<file path="config.mk">
export PLATFORM = sky130hd
export DESIGN_NAME = refcmp_timer
export DESIGN_NICKNAME = d
export VERILOG_FILES = /design/src/rtl/tmr_pkg.sv /design/src/rtl/tmr_prescaler.sv /design/src/rtl/tmr_counter.sv /design/src/rtl/tmr_regs.sv /design/src/rtl/refcmp_timer.sv
export SDC_FILE = /design/constraint.sdc
export NUM_CORES = 1
export LEC_CHECK = 0
export BUFFER_PORTS_ARGS = -buffer_cell sky130_fd_sc_hd__buf_2
export CORE_AREA = 4 4 90 92
export DETAILED_ROUTE_END_ITERATION = 12
export DIE_AREA = 0 0 94 96
export GPL_TIMING_DRIVEN = 1
export PLACE_DENSITY = 0.9
export SLEW_MARGIN = 15
export SYNTH_ARGS = -nofsm -noshare
export SYNTH_HDL_FRONTEND = slang
export SYNTH_SLANG_ARGS = --single-unit
</file>
<file path="constraint.sdc">
create_clock -name clk -period 2.8 [get_ports clk]
set_clock_uncertainty 0.1 [all_clocks]
set_input_delay 0.14 -clock clk [delete_from_list [all_inputs] [get_ports clk]]
set_output_delay 0.14 -clock clk [all_outputs]
set_load 0.005 [all_outputs]
</file>
<file path="src/rtl/tmr_pkg.sv">
// Shared constants for the reference compare timer.
// Assumes byte offsets fit in five address bits.
package tmr_pkg;
    localparam int ADDR_W = 5;

    localparam logic [ADDR_W-1:0] OFS_MODE = 5'h00;
    localparam logic [ADDR_W-1:0] OFS_REF  = 5'h04;
    localparam logic [ADDR_W-1:0] OFS_CAP  = 5'h08;
    localparam logic [ADDR_W-1:0] OFS_CNT  = 5'h0C;
    localparam logic [ADDR_W-1:0] OFS_EVT  = 5'h11;

    // Mode register bit positions.
    localparam int MB_EN      = 0;
    localparam int MB_CLK_LO  = 1;
    localparam int MB_RESTART = 3;
    localparam int MB_IRQEN   = 4;
    localparam int MB_PS_LO   = 8;

    // Event register bit position of the reference flag.
    localparam int EB_REF = 1;

    typedef enum logic [1:0] {
        CLK_OFF   = 2'd0,
        CLK_SYS   = 2'd1,
        CLK_SYS16 = 2'd2,
        CLK_EXT   = 2'd3
    } clk_sel_e;
endpackage

</file>
<file path="src/rtl/tmr_prescaler.sv">
// Clock divider chain: an optional fixed divide stage, then a programmable
// divide by (ps_val + 1). Emits a one-cycle tick per counter advance.
// Assumes ps_val changes only together with restart.
module tmr_prescaler #(
    parameter int PS_W     = 8,
    parameter int SLOW_DIV = 16
) (
    input  logic            clk,
    input  logic            rst_n,
    input  logic            restart,
    input  logic            run,
    input  logic            slow_sel,
    input  logic [PS_W-1:0] ps_val,
    output logic            tick
);
    localparam int DIV_W = (SLOW_DIV > 1) ? $clog2(SLOW_DIV) : 1;

    logic            slow_pulse;
    logic            stage_pulse;
    logic [PS_W-1:0] ps_q;

    generate
        if (SLOW_DIV > 1) begin : g_slow
            localparam logic [DIV_W-1:0] DIV_LAST = DIV_W'(SLOW_DIV - 1);
            logic [DIV_W-1:0] div_q;

            // Fixed pre-divider, held at zero when idle or restarted.
            always_ff @(posedge clk) begin
                if (!rst_n || restart || !run || !slow_sel)
                    div_q <= '0;
                else if (div_q == DIV_LAST)
                    div_q <= '0;
                else
                    div_q <= div_q + 1'b1;
            end

            assign slow_pulse = (div_q == DIV_LAST);
        end else begin : g_noslow
            assign slow_pulse = 1'b1;
        end
    endgenerate

    assign stage_pulse = run && (slow_sel ? slow_pulse : 1'b1);

    // Programmable divider counting stage pulses up to ps_val.
    always_ff @(posedge clk) begin
        if (!rst_n || restart || !run)
            ps_q <= '0;
        else if (stage_pulse) begin
            if (ps_q == ps_val)
                ps_q <= '0;
            else
                ps_q <= ps_q + 1'b1;
        end
    end

    assign tick = stage_pulse && (ps_q == ps_val);
endmodule

</file>
<file path="src/rtl/tmr_counter.sv">
// Up-counter that wraps to zero after matching the reference value.
// A restart has priority, then a software load, then a tick.
// Assumes ref_val is stable between restarts.
module tmr_counter #(
    parameter int CNT_W = 16
) (
    input  logic             clk,
    input  logic             rst_n,
    input  logic             restart,
    input  logic             load,
    input  logic [CNT_W-1:0] load_val,
    input  logic             tick,
    input  logic [CNT_W-1:0] ref_val,
    output logic [CNT_W-1:0] cnt,
    output logic             ref_hit
);
    logic [CNT_W-1:0] cnt_q;

    // A wrap counts only when no write overrides the advance.
    assign ref_hit = tick && !restart && !load && (cnt_q == ref_val);

    // Count register update.
    always_ff @(posedge clk) begin
        if (!rst_n || restart)
            cnt_q <= '0;
        else if (load)
            cnt_q <= load_val;
        else if (ref_hit)
            cnt_q <= '0;
        else if (tick)
            cnt_q <= cnt_q + 1'b1;
    end

    assign cnt = cnt_q;
endmodule

</file>
<file path="src/rtl/tmr_regs.sv">
// Register file and decode: mode, reference, capture and event registers,
// the read multiplexer and the interrupt level.
// Assumes single-cycle writes and side-effect-free reads.
module tmr_regs
    import tmr_pkg::*;
#(
    parameter int CNT_W  = 16,
    parameter int MODE_W = 16,
    parameter int DATA_W = 16
) (
    input  logic              clk,
    input  logic              rst_n,
    input  logic              wr_en,
    input  logic [ADDR_W-1:0] addr,
    input  logic [DATA_W-1:0] wdata,
    input  logic [CNT_W-1:0]  cnt,
    input  logic              ref_hit,
    output logic [MODE_W-1:0] mode,
    output logic [CNT_W-1:0]  ref_val,
    output logic              evt,
    output logic              restart,
    output logic              cnt_load,
    output logic [DATA_W-1:0] rdata,
    output logic              irq
);
    logic [MODE_W-1:0] mode_q;
    logic [CNT_W-1:0]  ref_q;
    logic [CNT_W-1:0]  cap_q;
    logic              evt_q;
    logic              wr_mode, wr_ref, wr_cap, wr_evt;
    logic              disabling;

    assign wr_mode   = wr_en && (addr == OFS_MODE);
    assign wr_ref    = wr_en && (addr == OFS_REF);
    assign wr_cap    = wr_en && (addr == OFS_CAP);
    assign wr_evt    = wr_en && (addr == OFS_EVT);
    assign cnt_load  = wr_en && (addr == OFS_CNT);
    assign restart   = wr_mode || wr_ref;
    assign disabling = wr_mode && mode_q[MB_EN] && !wdata[MB_EN];

    // Mode register; turning the enable off wipes it.
    always_ff @(posedge clk) begin
        if (!rst_n || disabling)
            mode_q <= '0;
        else if (wr_mode)
            mode_q <= wdata[MODE_W-1:0];
    end

    // Reference register; cleared together with mode on disable.
    always_ff @(posedge clk) begin
        if (!rst_n || disabling)
            ref_q <= '0;
        else if (wr_ref)
            ref_q <= wdata[CNT_W-1:0];
    end

    // Capture register: plain storage.
    always_ff @(posedge clk) begin
        if (!rst_n)
            cap_q <= '0;
        else if (wr_cap)
            cap_q <= wdata[CNT_W-1:0];
    end

    // Sticky reference flag: set wins over write-one-to-clear.
    always_ff @(posedge clk) begin
        if (!rst_n)
            evt_q <= 1'b0;
        else if (ref_hit)
            evt_q <= 1'b1;
        else if (wr_evt && wdata[EB_REF])
            evt_q <= 1'b0;
    end

    // Read multiplexer.
    always_comb begin
        rdata = '0;
        case (addr)
            OFS_MODE: rdata[MODE_W-1:0] = mode_q;
            OFS_REF:  rdata[CNT_W-1:0]  = ref_q;
            OFS_CAP:  rdata[CNT_W-1:0]  = cap_q;
            OFS_CNT:  rdata[CNT_W-1:0]  = cnt;
            OFS_EVT:  rdata[EB_REF]     = evt_q;
            default:  rdata = '0;
        endcase
    end

    assign irq     = mode_q[MB_IRQEN] && evt_q;
    assign mode    = mode_q;
    assign ref_val = ref_q;
    assign evt     = evt_q;
endmodule

</file>
<file path="src/rtl/refcmp_timer.sv">
// Top of the reference compare timer: register file, prescaler chain and
// counter. Assumes one register access per cycle.
module refcmp_timer
    import tmr_pkg::*;
#(
    parameter  int CNT_W    = 16,
    parameter  int PS_W     = 8,
    parameter  int SLOW_DIV = 16,
    localparam int MODE_W   = MB_PS_LO + PS_W,
    localparam int DATA_W   = (CNT_W > MODE_W) ? CNT_W : MODE_W
) (
    input  logic              clk,
    input  logic              rst_n,
    input  logic              wr_en,
    input  logic [ADDR_W-1:0] addr,
    input  logic [DATA_W-1:0] wdata,
    output logic [DATA_W-1:0] rdata,
    output logic              irq
);
    logic [MODE_W-1:0] mode_q;
    logic [CNT_W-1:0]  ref_q;
    logic [CNT_W-1:0]  cnt_q;
    logic              evt_q;
    logic              restart, cnt_load, tick, ref_hit;
    logic              run, slow_sel;
    clk_sel_e          clk_sel;

    assign clk_sel  = clk_sel_e'(mode_q[MB_CLK_LO +: 2]);
    assign slow_sel = (clk_sel == CLK_SYS16);
    assign run      = mode_q[MB_EN] && mode_q[MB_RESTART]
                      && ((clk_sel == CLK_SYS) || (clk_sel == CLK_SYS16));

    tmr_regs #(.CNT_W(CNT_W), .MODE_W(MODE_W), .DATA_W(DATA_W)) u_regs (
        .clk      (clk),
        .rst_n    (rst_n),
        .wr_en    (wr_en),
        .addr     (addr),
        .wdata    (wdata),
        .cnt      (cnt_q),
        .ref_hit  (ref_hit),
        .mode     (mode_q),
        .ref_val  (ref_q),
        .evt      (evt_q),
        .restart  (restart),
        .cnt_load (cnt_load),
        .rdata    (rdata),
        .irq      (irq)
    );

    tmr_prescaler #(.PS_W(PS_W), .SLOW_DIV(SLOW_DIV)) u_ps (
        .clk      (clk),
        .rst_n    (rst_n),
        .restart  (restart),
        .run      (run),
        .slow_sel (slow_sel),
        .ps_val   (mode_q[MB_PS_LO +: PS_W]),
        .tick     (tick)
    );

    tmr_counter #(.CNT_W(CNT_W)) u_cnt (
        .clk      (clk),
        .rst_n    (rst_n),
        .restart  (restart),
        .load     (cnt_load),
        .load_val (wdata[CNT_W-1:0]),
        .tick     (tick),
        .ref_val  (ref_q),
        .cnt      (cnt_q),
        .ref_hit  (ref_hit)
    );
endmodule

</file>
# Word level (Yosys, flattened, before mapping)
# Cells that the tools add are included.
# word_totals
ff_bits,77
latchBits,0
ramBits,0
rom_bits,0
inputBits,24
output_inout_bits,17
word_cells,61
mem_count,0
# classes
addsub,3
n_mul,0
div_mod_pow,0
n_lt_le_gt_ge,0
eq_ne,9
shifts,0
n_mux,10
n_bitwise,0
n_reduce_logical,32
# op_table
op,n
one-hot mux 14 bit (4 select lines),1
2-to-1 mux 16 bit,3
adder 16 x 1 -> 16 bit (second input constant),1
equality test 16 bit,1
logical AND 1 bit,16
equality test 5 x 4 -> 1 bit (second input constant),2
adder 8 x 1 -> 8 bit (second input constant),1
equality test 8 bit,1
2-to-1 mux 8 bit,1
zero test 1 bit,6
logical OR 1 bit,6
equality test 5 x 3 -> 1 bit (second input constant),1
equality test 5 bit (second input constant),1
zero test 5 bit,1
one-hot mux 1 bit (5 select lines),1
adder 4 x 1 -> 4 bit (second input constant),1
equality test 4 bit (second input constant),1
one-hot mux 1 bit (4 select lines),1
2-to-1 mux 1 bit,3
nonzero test 3 bit,1
equality test 2 x 1 -> 1 bit (second input constant),1
equality test 2 bit (second input constant),1
nonzero test 2 bit,1
OR reduction 2 bit,1

# Logic depth before layout (Yosys ltp)
# logic_depth
word_depth,10
ltp_mapped,9
mapped_depth_nobuf,7

# Modules after synthesis
# A second synthesis with hierarchy kept.
# unflattened
hier_cells,531
hier_area_um2,4493.1
# modules_own_cells
mod,instances,cells_per_inst,area_each_um2
tmr_regs,1,304,2537.4
tmr_counter,1,154,1216.2
tmr_prescaler,1,70,714.4
refcmp_timer,1,3,25.0

# Worst setup path after synthesis
# Ideal clock, no wire load.
# synth_timing
kind,register to register
from,"register u_regs.mode_q[1], in the netlist u_regs.mode[1]"
to,"register u_cnt.cnt_q[4], in the netlist u_cnt.cnt[4]"
arrival_ns,2.055
t_required_ns,2.578
setup_slack_ns,0.523
path_stages_with_launch,9
n_path_buf,1
synth_period_minus_slack_ns,2.277
path_cell_list,dfxtp_1 -> inv_1 -> ha_1 -> nand3b_1 -> a21oi_1 -> nand3_1 -> clkbuf_1 -> a32o_1 -> a221o_1
# synth_between
elab_chain_len,10
# synth_rtl
item,line_no,source
"start, declared",tmr_regs.sv:26,logic [MODE_W-1:0] mode_q;
"start signal, assigned",tmr_regs.sv:46,mode_q <= wdata[MODE_W-1:0];
equality test 2 x 1 -> 1 bit / equality test 2 bit (equally long branches),"refcmp_timer.sv:31, refcmp_timer.sv:29",
logical OR 1 bit,refcmp_timer.sv:31,&& ((clk_sel == CLK_SYS) || (clk_sel == CLK_SYS16));
logical AND 1 bit,refcmp_timer.sv:31,
logical AND 1 bit *,tmr_prescaler.sv:43,assign stage_pulse = run && (slow_sel ? slow_pulse : 1'b1);
logical AND 1 bit *,tmr_prescaler.sv:57,assign tick = stage_pulse && (ps_q == ps_val);
logical AND 1 bit (3 in series),tmr_counter.sv:20,assign ref_hit = tick && !restart && !load && (cnt_q == ref_val);
2-to-1 mux 16 bit,tmr_counter.sv:28,else if (ref_hit)
2-to-1 mux 16 bit,tmr_counter.sv:26,else if (load)
"end signal, assigned",tmr_counter.sv:27,cnt_q <= load_val;
"end signal, assigned",tmr_counter.sv:31,cnt_q <= cnt_q + 1'b1;
"end, declared",tmr_counter.sv:17,logic [CNT_W-1:0] cnt_q;
# Every way passes the cells marked *; elsewhere a longest branch is shown, timed or not.
# A chain may end at the register's enable or synchronous reset.

# Worst setup path in the final report
# layout_timing
from,"register u_regs.mode_q[1], in the netlist u_regs.mode[1]"
to,"register u_cnt.cnt_q[15], in the netlist u_cnt.cnt[15]"
# The elaborated chain is that of the path after synthesis.

==> metrics <==
crit-path max cell delay 0.49 ns; hold_ws between 0.02 and 0.03 ns; diode count 0; crit path max fanout 25; vias in the first global route 4,006; Area Growth Syn to Fin 13.0%; Crit path arrival time 2.47 ns; Startpoint Class flip-flop; status complete, no violations; DR pass1 iterations 5; FP Rows 31; CTS max path bufs 2; share of cells above drive strength 1 0.177; Max Cap Viol 0; number of CTS-inserted buffers 9; DP Area around 4500 um2; fin crit share 0.819; routed wire length 12,100 um; Reg clk slew, reported paths 0.08 ns; commonest cells after routing, fill and taps aside dfxtp_1, nand2_1, buf_2, nor2_1, a21oi_1; Iter 0 DRT Violations 465; EDFF count, synth 0; PostCTS Resize Cnt 0; commonest non-fill, non-tap cell in the layout dfxtp_1; Hold Crit Class in -> reg; RePlAce Congestion between 0.9 and 1; P_leak about 0.0018 uW; Worst path slowest cell or3_1; synth unique cells 58; R2R Path Start u_regs.mode[1]$_SDFFE_PP0P_; CP Class reg -> reg; antenna violations before repair 0; Post-Place Worst Slack 0.575 ns; Synth async-reset ratio 0; cell taking the most area after synthesis dfxtp_1; internal reg-to-reg setup slack a little over 0.5 ns; largest delay contributor family on the critical path simple AND/OR/NAND/NOR gates; Finished Cell Area slightly below 5000 um2; Die Span X roughly 94 um; crit path capture u_cnt.cnt[15]$_SDFFE_PP0P_; Routed Antenna Nets 0; Syn Area/Cell 8.93 um2; I/O Pins 41; full die area 9020 um2; f_max 0.436 GHz; critical path, cell by cell inv_1 > ha_1 > nand3b_1 > a21oi_1 > nand3_1 > buf_4 > or3_1 > o22ai_1; final setup fails 0; Placeable Area around 7200 um2; Ys Warns 0; Worst R2R Path Depth 8; Residual DRC 0; I/O Buffers 40; Max H-tree Level 3; syn nets 512; GRT overflow 0; synth top area cells dfxtp_1, mux4_2, nand2_1, xnor2_1, a21oi_1; Seq/Total Area, Yosys 0.357; RSZ-0062 raised after global routing no; total stage count of the critical path 8; DR WL/cell 19.1 um; Hold-fix buffers, CTS 15; peak supply drop 0.303 mV; R2R Path End u_cnt.cnt[15]$_SDFFE_PP0P_; PD cells about 440 nW/um2; All-Layer GR Usage 0.283; Final min period 2.29 ns; first-pass GRT wire length 19,800 um; number of clock sinks 77; critical path startpoint u_regs.mode[1]$_SDFFE_PP0P_; Die H 96 um; worst slew pin tran 0.720 ns; Crit path buffers/inverters 2; final worst setup slack slightly above 0.5 ns; hpwl dp 8370 um; final hold violations 0; post-CTS repair timing setup buffer count 0; CP endpoint kind flip-flop; Vias/cell about 6.5; Mapped Cells 484; clk_lat worst skew about 0.35 ns; clock root cell clkbuf_8; setup_tns 0 ns; flops & latches, synth 77; CTS tree done; Pins Over Slew Limit 0; largest net degree at the start of global routing 26; Relative slew margins 0.519; Top FF cell, synth dfxtp_1; Data required, critical path 2.98 ns; Via Count 4,133; Yosys top cell area share 0.357; Starting Density 0.599; synthesized area 4320 um2; final net count 559
## layout make-up
cell class	count	area [um2]
clock buffer	12	145
inverter	10	37.5
fill	571	2330
timing repair buffer	67	440
sequential	77	1540
clock inverter	4	47.5
tap	99	124
multi-input combinational	366	2550
## layer usage
| metal | wire (um) | vias to the layer above | global-route usage |
|---|---|---|---|
| li1 | - | 1828 | - |
| met1 | 4550 | 1971 | 0.339 |
| met2 | 5890 | 265 | 0.475 |
| met3 | 1140 | 69 | 0.0571 |
| met4 | 558 | 0 | 0.159 |
| met5 | 0 | - | 0 |
## worst reg2reg max path: cells and delay by family, from the launching register on
kind                       cells  cell delay, ns
AOI/OAI and AO/OA              2            0.39
adders and majority gates      1            0.27
buffers and inverters          2            0.30
DFF                            1            0.36
and+or+nand+nor                3            0.79
## synthesized netlist by cell type (all sizes together), types with 11 or more instances
library cell,n
dfxtp,77
nand2,68
nor2,40
a21oi,38
nand3,28
and2,24
xnor2,24
buf,18
mux2i,17
mux4,16
clkbuf,13
nor3,13
nand4,11
xor2,11
## per-stage QoR
step,std cells,total power [uW],utilization
after floorplan,484,1250,-
after global placement,604,1300,0.629
after detailed placement,604,1310,0.629
after CTS,635,2140,0.677
after global routing,635,2200,0.677
final,635,2150,0.677
## sequential cells by signal (all words and copies together) (netlist names)
register,cells
u_regs.cap_q,16
u_regs.mode,16
u_ps.ps_q,8
u_cnt.cnt,16
u_ps.g_slow.div_q,4
u_regs.ref_val,16
u_regs.evt,1
## worst min path at each step
stage                     depth (start not counted)       from                            to  slack [ns]
after floorplan                                   2  wdata[14]    u_cnt.cnt[14]$_SDFFE_PP0P_        0.17
after global placement                            2   wdata[7]     u_cnt.cnt[7]$_SDFFE_PP0P_        0.32
after detailed placement                          3   wdata[7]  u_regs.cap_q[7]$_SDFFE_PN0P_        0.33
after CTS                                         3   wdata[1]  u_regs.cap_q[1]$_SDFFE_PN0P_        0.01
after global routing                              3   wdata[1]  u_regs.cap_q[1]$_SDFFE_PN0P_        0.03
final                                             3   wdata[1]  u_regs.cap_q[1]$_SDFFE_PN0P_        0.03
## cells by family (layout without fill, tap and decap cells)
kind of cell               Yosys count  after routing  synth area share
AOI/OAI and AO/OA                   80             80             0.130
DFF                                 77             77             0.357
xor gates and xnor gates            35             35            0.0727
and+or+nand+nor                    214            214             0.252
adders and majority gates            4              4            0.0116
buffers and inverters               41             93            0.0541
muxes                               33             33             0.123
## where the power goes
group	internal, uW	leakage (uW)	switching (uW)
clock network	434	0.0000964	410
registers	1100	0.000621	9.61
logic	78.7	0.00105	117
Power figures use the tool's default switching activity.
